===== src/rtl/cms_pkg.sv =====
package cms_pkg;

    typedef enum logic [1:0] {
        SC_FETCH = 2'b00,
        SC_EXEC  = 2'b01,
        SC_DMA   = 2'b10,
        SC_INTR  = 2'b11
    } sc_e;

    // one-hot record of where the timing generator was frozen
    typedef enum logic [1:0] {
        PP_NONE = 2'b00,
        PP_TPA  = 2'b01,
        PP_TPB  = 2'b10
    } pp_e;

    function automatic sc_e pick_next(sc_e cur, logic from_init, logic dma, logic intr);
        sc_e nxt;
        if (from_init) begin
            nxt = dma ? SC_DMA : SC_FETCH;
        end else begin
            unique case (cur)
                SC_FETCH: nxt = SC_EXEC;
                SC_INTR:  nxt = dma ? SC_DMA : SC_FETCH;
                default:  nxt = dma ? SC_DMA : (intr ? SC_INTR : SC_FETCH);
            endcase
        end
        return nxt;
    endfunction

endpackage


===== src/rtl/cms_timing.sv =====
module cms_timing
    import cms_pkg::*;
#(
    parameter int CYC_CLOCKS  = 8,
    parameter int INIT_CLOCKS = 9,
    parameter int TPA_STEP    = 2,
    parameter int TPB_STEP    = 13,
    localparam int CYC_STEPS  = 2 * CYC_CLOCKS,
    localparam int INIT_STEPS = 2 * INIT_CLOCKS,
    localparam int MAX_STEPS  = (CYC_STEPS > INIT_STEPS) ? CYC_STEPS : INIT_STEPS,
    localparam int PW         = $clog2(MAX_STEPS)
) (
    input  logic          clk,
    input  logic          rst,
    input  logic          in_init,
    input  logic          wait_n,
    input  logic          idle_req,
    input  logic          wake,
    output logic [PW-1:0] ph,
    output logic          cyc_end,
    output logic          tpa_o,
    output logic          tpb_o,
    output logic          phase_o,
    output logic          paused_o
);

    logic [PW-1:0] ph_q, ph_nx, last;
    logic          phase_q, paused_q, sw_q, pend_q;
    pp_e           pt_q;
    logic          adv, rel, pend_in, at_end, edge_ok;

    always_comb begin
        last    = in_init ? PW'(INIT_STEPS - 1) : PW'(CYC_STEPS - 1);
        at_end  = (ph_q == last);
        ph_nx   = at_end ? '0 : ph_q + 1'b1;
        // a pulse-A freeze leaves on a falling processor clock, a pulse-B freeze on a rising one
        edge_ok = (pt_q == PP_TPA) ? phase_q : !phase_q;
        rel     = wait_n && (!sw_q || wake) && edge_ok;
        adv     = !paused_q || rel;
        pend_in = pend_q | idle_req;
    end

    always_ff @(posedge clk) begin
        if (rst) begin
            ph_q     <= '0;
            phase_q  <= 1'b1;
            paused_q <= 1'b0;
            sw_q     <= 1'b0;
            pend_q   <= 1'b0;
            pt_q     <= PP_NONE;
        end else begin
            phase_q <= !phase_q;
            pend_q  <= pend_in;
            if (adv) begin
                ph_q     <= ph_nx;
                paused_q <= 1'b0;
                sw_q     <= 1'b0;
                pt_q     <= PP_NONE;
                if (ph_nx == PW'(TPA_STEP) && !wait_n) begin
                    paused_q <= 1'b1;
                    pt_q     <= PP_TPA;
                end
                if (ph_nx == PW'(TPB_STEP) && (!wait_n || pend_in)) begin
                    paused_q <= 1'b1;
                    pt_q     <= PP_TPB;
                    sw_q     <= pend_in;
                    pend_q   <= 1'b0;
                end
            end
        end
    end

    assign ph       = ph_q;
    assign cyc_end  = adv && at_end;
    assign phase_o  = phase_q;
    assign paused_o = paused_q;
    assign tpa_o    = (ph_q == PW'(TPA_STEP)) || (ph_q == PW'(TPA_STEP + 1));
    assign tpb_o    = (ph_q == PW'(TPB_STEP)) || (ph_q == PW'(TPB_STEP + 1));

endmodule


===== src/rtl/cms_cycle.sv =====
module cms_cycle
    import cms_pkg::*;
#(
    parameter int PW         = 5,
    parameter int COPY_STEP  = 4,
    parameter int CLEAR_STEP = 6
) (
    input  logic          clk,
    input  logic          rst,
    input  logic          cyc_end,
    input  logic [PW-1:0] ph,
    input  logic          dma_req,
    input  logic          int_req,
    output sc_e           sc_o,
    output logic          in_init,
    output logic          copy_stb,
    output logic          clear_stb
);

    sc_e  sc_q;
    logic init_q;

    always_ff @(posedge clk) begin
        if (rst) begin
            sc_q   <= SC_EXEC;
            init_q <= 1'b1;
        end else if (cyc_end) begin
            sc_q   <= pick_next(sc_q, init_q, dma_req, int_req);
            init_q <= 1'b0;
        end
    end

    assign sc_o      = sc_q;
    assign in_init   = init_q;
    assign copy_stb  = init_q && (ph == PW'(COPY_STEP));
    assign clear_stb = init_q && (ph == PW'(CLEAR_STEP));

endmodule


===== src/rtl/cpu_mode_seq.sv =====
module cpu_mode_seq
    import cms_pkg::*;
#(
    parameter int DW          = 8,
    parameter int CYC_CLOCKS  = 8,
    parameter int INIT_CLOCKS = 9,
    parameter int TPA_STEP    = 2,
    parameter int TPB_STEP    = 13,
    parameter int COPY_STEP   = 4,
    parameter int CLEAR_STEP  = 6
) (
    input  logic          clk,
    input  logic          rst,
    input  logic          wait_n,
    input  logic          idle_req,
    input  logic          dma_req,
    input  logic          int_req,
    input  logic          core_q,
    input  logic          core_mrd_n,
    input  logic          core_mwr_n,
    input  logic [2:0]    core_n,
    input  logic [DW-1:0] core_bus,
    output logic          q,
    output logic          mrd_n,
    output logic          mwr_n,
    output logic [2:0]    n,
    output logic [DW-1:0] bus,
    output logic          tpa,
    output logic          tpb,
    output logic [1:0]    sc,
    output logic          clk_phase,
    output logic          paused,
    output logic          init_active,
    output logic          ctl_reset,
    output logic          xp_to_t,
    output logic          clr_xp_r0,
    output logic          mie_set
);

    localparam int MAX_STEPS = 2 * ((CYC_CLOCKS > INIT_CLOCKS) ? CYC_CLOCKS : INIT_CLOCKS);
    localparam int PW        = $clog2(MAX_STEPS);

    logic [PW-1:0] ph;
    logic          cyc_end, t_tpa, t_tpb, in_init, copy_stb, clear_stb;
    sc_e           sc_q;

    cms_timing #(
        .CYC_CLOCKS (CYC_CLOCKS),
        .INIT_CLOCKS(INIT_CLOCKS),
        .TPA_STEP   (TPA_STEP),
        .TPB_STEP   (TPB_STEP)
    ) u_timing (
        .clk     (clk),
        .rst     (rst),
        .in_init (in_init),
        .wait_n  (wait_n),
        .idle_req(idle_req),
        .wake    (dma_req | int_req),
        .ph      (ph),
        .cyc_end (cyc_end),
        .tpa_o   (t_tpa),
        .tpb_o   (t_tpb),
        .phase_o (clk_phase),
        .paused_o(paused)
    );

    cms_cycle #(
        .PW        (PW),
        .COPY_STEP (COPY_STEP),
        .CLEAR_STEP(CLEAR_STEP)
    ) u_cycle (
        .clk      (clk),
        .rst      (rst),
        .cyc_end  (cyc_end),
        .ph       (ph),
        .dma_req  (dma_req),
        .int_req  (int_req),
        .sc_o     (sc_q),
        .in_init  (in_init),
        .copy_stb (copy_stb),
        .clear_stb(clear_stb)
    );

    // reset levels reach the pins combinationally, ahead of any clock edge
    always_comb begin
        q           = rst ? 1'b0 : core_q;
        mrd_n       = rst | core_mrd_n;
        mwr_n       = rst | core_mwr_n;
        n           = rst ? 3'b000 : core_n;
        bus         = rst ? '0 : core_bus;
        tpa         = !rst && t_tpa;
        tpb         = !rst && t_tpb;
        sc          = rst ? SC_EXEC : sc_q;
        ctl_reset   = rst;
        init_active = !rst && in_init;
        xp_to_t     = !rst && copy_stb;
        clr_xp_r0   = !rst && clear_stb;
        mie_set     = !rst && clear_stb;
    end

endmodule


===== config.mk =====
export PLATFORM = sky130hd
export DESIGN_NAME = cpu_mode_seq
export DESIGN_NICKNAME = d
export VERILOG_FILES = /design/src/rtl/cms_pkg.sv /design/src/rtl/cms_timing.sv /design/src/rtl/cms_cycle.sv /design/src/rtl/cpu_mode_seq.sv
export SDC_FILE = /design/constraint.sdc
export NUM_CORES = 1
export LEC_CHECK = 0
export ABC_AREA = 1
export BUFFER_PORTS_ARGS = -buffer_cell sky130_fd_sc_hd__buf_2
export CORE_MARGIN = 1
export CORE_UTILIZATION = 25
export CTS_CLUSTER_SIZE = 20
export DETAILED_ROUTE_END_ITERATION = 12
export GPL_ROUTABILITY_DRIVEN = 0
export SLEW_MARGIN = 20
export SYNTH_ARGS = -nofsm -noshare
export SYNTH_HDL_FRONTEND = slang
export SYNTH_SLANG_ARGS = --single-unit
export TNS_END_PERCENT = 30

===== constraint.sdc =====
create_clock -name clk -period 2.55 [get_ports clk]
set_input_delay 0.255 -clock clk [delete_from_list [all_inputs] [get_ports clk]]
set_output_delay 0.255 -clock clk [all_outputs]
set_load 0.01 [all_outputs]

; ---- Word-level counts from Yosys, hierarchy flattened
; Index checks and enable logic that the tools add are counted.
[classes]
n_reduce_logical = 23
eq_ne = 11
addsub = 1
muxes = 19
bitwise_logic = 4
[ops]
columns = cell, count
row1 = $eq 5x2->1 const B, 3
row2 = $eq 5x4->1 const B, 3
row3 = $logic_and 1x1->1, 12
row4 = $mux 2, 6
row5 = $eq 5x3->1 const B, 2
row6 = $mux 5, 2
row7 = $mux 1, 8
row8 = $mux 8, 1
row9 = $add 5x1->5 const B, 1
row10 = $eq 5x5->1, 1
row11 = $logic_not 1->1, 5
row12 = $logic_or 1x1->1, 5
row13 = $or 1x1->1, 4
row14 = $pmux 2 s2, 1
row15 = $mux 3, 1
row16 = $eq 2x1->1 const B, 1
row17 = $eq 2x2->1 const B, 1
row18 = $logic_not 2->1, 1
[word_totals]
regBits = 14
inputBits = 20
elab_cells = 66

; ---- Depth between registers and ports, before layout
[depth]
word_depth = 7
ltp_mapped = 10
ltp_nobuf = 10

; ---- Modules after synthesis
; A second synthesis with hierarchy kept.
[hier_totals]
cells_unflattened = 185
area_unflattened_um2 = 1091.0
[by_module_without_submodules]
columns = module, cells_each, n_inst, area_per_inst_um2
row1 = cms_timing, 105, 1, 663.1
row2 = cms_cycle, 30, 1, 214.0
row3 = cpu_mode_seq, 50, 1, 214.0

; ---- Worst setup path before layout
; No wires, ideal clock.
[synth_timing]
kind = reg2reg
start = register u_timing.ph_q[0] (netlist: u_timing.ph[0])
end = register u_timing.pend_q
setup_slack_ns = 0.954
period_less_slack_ns = 1.596
n_path_buf = 0
path_stages_with_launch = 11
setup_time_ns = 0.119
t_arrival_ns = 1.478
t_required_ns = 2.431
path_cell_list = dfxtp_1 > inv_1 > ha_1 > inv_1 > nand2_1 > a21oi_1 > nand3_2 > nor2_4 > nand2_2 > nand2_1 > nor2_2
[synth_between]
elab_chain_len = 6
[synth_lines]
columns = element, line
row1 = start: declaration, cms_timing.sv:27  ; logic [PW-1:0] ph_q, ph_nx, last;
row2 = start signal: assignment, cms_timing.sv:55  ; ph_q <= ph_nx;
row3 = $add 5x1->5 / $eq 5x5->1 (equally long branches), "cms_timing.sv:35, cms_timing.sv:34"
row4 = $mux 5 (*), cms_timing.sv:35  ; ph_nx = at_end ? '0 : ph_q + 1'b1;
row5 = $eq 5x4->1 (*), cms_timing.sv:63  ; if (ph_nx == PW'(TPB_STEP) && (!wait_n || pend_in)) begin
row6 = $logic_and 1x1->1 (*), cms_timing.sv:63
row7 = $mux 1 (*), cms_timing.sv:63
row8 = $mux 1 (*), cms_timing.sv:54  ; if (adv) begin
row9 = end signal: assignment, cms_timing.sv:53  ; pend_q <= pend_in;
row10 = end: declaration, cms_timing.sv:28  ; logic phase_q, paused_q, sw_q, pend_q;
; Every way passes the cells marked *; elsewhere a longest branch is shown, timed or not.
; A chain may end at the register's enable or synchronous reset.

; ---- Final worst setup path
[layout_timing]
start = register u_timing.ph_q[0] (netlist: u_timing.ph[0])
end = output tpb
[layout_between]
elab_chain_len = 3
[layout_lines]
columns = element, line
row1 = $eq 5x4->1, cms_timing.sv:78  ; assign tpb_o = (ph_q == PW'(TPB_STEP)) || (ph_q == PW'(TPB_STEP + 1));
row2 = $logic_or 1x1->1 (*), cms_timing.sv:78
row3 = $logic_and 1x1->1 (*), cpu_mode_seq.sv:92  ; tpb = !rst && t_tpb;
row4 = end: declaration, cpu_mode_seq.sv:29  ; output logic tpb,
; Marks and branches as above.

==> summary by stage <==
Outcome
The run finished with clean final reports.

Routing
Dividing the detail-routed wire length by the instance count gives 9.39 um. The count of nets left with antenna violations once routing finished came out at 0. The post-detailed-route DRC marker count is 0. The first detailed-routing pass took 4 iterations. The total number of vias is 1,075. In this run, the number of DRC markers left after iteration 0 of detailed routing was 50. The number of vias per cell after detailed routing is 4.23. The final routed wirelength across all metal layers is 2.39 mm.

Layout
The filler cells instantiated in the layout total 463. The final instance area is 1330 um^2. From synthesis to final layout, the design area changed by 25.9%. Summing all multi-input logic gate instances after layout gives 599 um^2. The repair_antennas step left the layout with diodes totalling 0. The register cell area after layout is 280 um^2.

For this run, the share of the core covered by cells in the final layout is 0.329. Of the cells placed in the final design, the portion with a size suffix greater than 1 is 0.314. The final cell count without fillers is 254. The net count reported at finish is 231.

Floorplanning
During I/O placement, the number of pins put on the boundary was 45. The width of the die is 66.9 um. The height of the chip is 66.9 um. The initial utilization of the core area, before any placement, comes to 0.261. The die covers 4480 um^2.

The total area inside the core boundary comes to 4030 um^2. Row generation in the floorplan step produced 23 rows.

Timing
Setup violations remaining at the end of the flow were counted as 0. The final max-slew violation count is 0. The final hold slack is 0.269 ns. Once routing completed, OpenROAD measured the worst setup slack at 0.778 ns. The routed design could run at a clock period as short as 1.77 ns.

At the pin with the least slew margin, the transition time is 0.411 ns. For the final database, setup skew stands at 0.00249 ns. Setup repair after global routing left no endpoint under its margin. Summed over all failing endpoints, the final setup total negative slack is 0 ns. In the finished design, the share of the clock period the worst path needs comes to 0.695. Timing would allow up to 564 MHz. The relative max-transition margin is 0.726. The hold violation count in the final report is 0.

Flow run
The tool flagged a number of max-cap violations equal to 0.

Global route
For this run the aggregate overflow at the end of global routing stands at 0. The number of antenna violations at the first check in global routing is 0. The via count of the first global-routing pass was 904. The global router's overall resource usage is 0.119. The first-pass GRT wire length is 4.07 mm. The pin count of the biggest net entering global routing is 24.

CTS
The post-cts resize count is 0. The CTS tree is built. The clock slew at the register clock pins of the worst setup and hold paths is 0.06 ns. CTS built an H-tree with a depth of 1. Buffers inserted to repair hold after CTS numbered 0.

The longest clock path from root to sink contains 2 buffers. The source-to-sink clock delay at the later pin of the worst-skew pair is 0.25 ns. The cell at the root of the clock tree is clkbuf_8.

The number of setup buffers added after CTS is 0. The clock net in this run drives a total of 14 sinks. The number of buffers inserted during clock tree synthesis is 3.

Setup path
STA puts the critical path data required time at 2.30 ns. By startpoint and endpoint, the worst setup path is classified as reg2out. The type of element capturing the critical path is an output port. The maximum fanout count along the critical path is 9. The cell with the largest stage delay on the worst path is dfxtp_1.

The highest cell delay on the worst timing path is 0.48 ns. The worst setup path is launched from a flip-flop. Data on the critical path arrives at its endpoint at 1.52 ns.

The signal on the critical path passes through inv_1 -> ha_1 -> o2111a_1 -> buf_2.

Pwr
The total power divided by cell area is 502 nW/um^2. The analysis attributes to cell leakage a power of 0.723 nW. The post-layout total power is 0.666 mW. The maximum vdd ir drop is 0.314 mV.

Synthesis
In the synthesized netlist, the number of instances is 165. The post-synthesis cell type count is 26. After synthesis, the mean cell area works out to 6.38 um^2.

For this run, the register share of the synthesized area comes to 0.266. During synthesis, Yosys emitted a total of 0 warnings. Counting flops and latches in the post-synthesis netlist gives 14. The total nets after synthesis is 191.

After synthesis the cells add up to 1050 um^2.

Place
Summed over all nets, the half-perimeter wirelength after detailed placement is 1.84 mm. After detailed placement, the design holds a cell count of 250. The worst slack at placement is 0.829 ns. The area of placed instances is 1270 um^2. The count of input and output buffers is 44.

Worst hold path
The class of the tightest hold or removal check is in2reg.
-- layout by cell type, fill, tap and decap left out, types with 6 or more instances in the layout --
master,n
a21oi_1,10
nand3_1,12
o21ai_0,8
ha_1,6
nor2_1,26
nand2_1,28
buf_2,44
inv_1,28
dfxtp_1,14
-- flip-flops by register name, summed over array words and instances (netlist names) --
name	count
u_timing.paused_o	1
u_timing.pend_q	1
u_timing.ph	5
u_timing.phase_o	1
u_timing.pt_q	2
u_cycle.sc_o	2
u_cycle.in_init	1
u_timing.sw_q	1
-- synthesized netlist by cell type --
cell | n | area (um^2)
nand3_2 | 3 | 30.0
nor3_1 | 1 | 5.00
nand2_1 | 28 | 105
buf_6 | 2 | 22.5
nand2_2 | 3 | 18.8
nand4_1 | 2 | 12.5
buf_2 | 1 | 5.00
inv_1 | 28 | 105
nor2_4 | 1 | 11.3
ha_1 | 6 | 75.1
dfxtp_1 | 14 | 280
clkbuf_1 | 1 | 3.75
nor2_1 | 26 | 97.6
a21oi_1 | 10 | 50.1
o21ai_1 | 1 | 5.00
or2_0 | 1 | 6.26
o31ai_1 | 1 | 7.51
a21oi_2 | 3 | 26.3
buf_1 | 1 | 3.75
clkinv_1 | 1 | 3.75
o21ai_0 | 8 | 40.0
nand3_1 | 12 | 60.1
or2_2 | 2 | 12.5
nor2_2 | 4 | 25.0
buf_4 | 4 | 30.0
o2111a_1 | 1 | 11.3
-- path summary, 6_finish.rpt --
kind	startpoint	end	slack, ns	depth (start not counted)
worst min register to register	u_timing.phase_o$_SDFF_PP1_	u_timing.phase_o$_SDFF_PP1_	0.41	1
worst min-delay path	idle_req	u_timing.pend_q$_SDFF_PP0_	0.27	3
worst max register to register	u_timing.ph[0]$_SDFFE_PP0N_	u_timing.pend_q$_SDFF_PP0_	0.82	10
worst max-delay path	u_timing.ph[0]$_SDFFE_PP0N_	tpb	0.78	4
-- area by class of cell --
type | instances | share of cell area
multi-input combinational | 113 | 0.452
sequential | 14 | 0.211
timing repair buffer | 44 | 0.166
inverter | 29 | 0.0821
tap | 50 | 0.0472
clock buffer | 4 | 0.0415
-- metal layers --
layer  up-vias  GRT usage  share of wire
met1       455      0.164           0.51
li1        585          -              -
met2        33      0.177           0.42
met4         0     0.0319         0.0055
met5         -          0              0
met3         2     0.0325          0.069
-- power by group --
| group | internal, mW | leakage (nW) | switching [mW] |
|---|---|---|---|
| logic | 0.0713 | 0.580 | 0.107 |
| clock network | 0.137 | 0.0288 | 0.0828 |
| registers | 0.237 | 0.114 | 0.0311 |
-- worst max-delay path: cells and delay by family (launching register included) --
family,cells,cell delay (ns)
AO/OA/AOI/OAI,1,0.25
adder cells (fa/ha/maj),1,0.25
buffers and inverters,2,0.29
flip-flops,1,0.48
-- logic make-up after synthesis --
family	Yosys count	synth area share
buf+inv	38	0.165
compound gates	24	0.133
fa+ha+maj	6	0.0713
flops	14	0.266
simple gates	83	0.365
(Power assumes the default switching activity.)
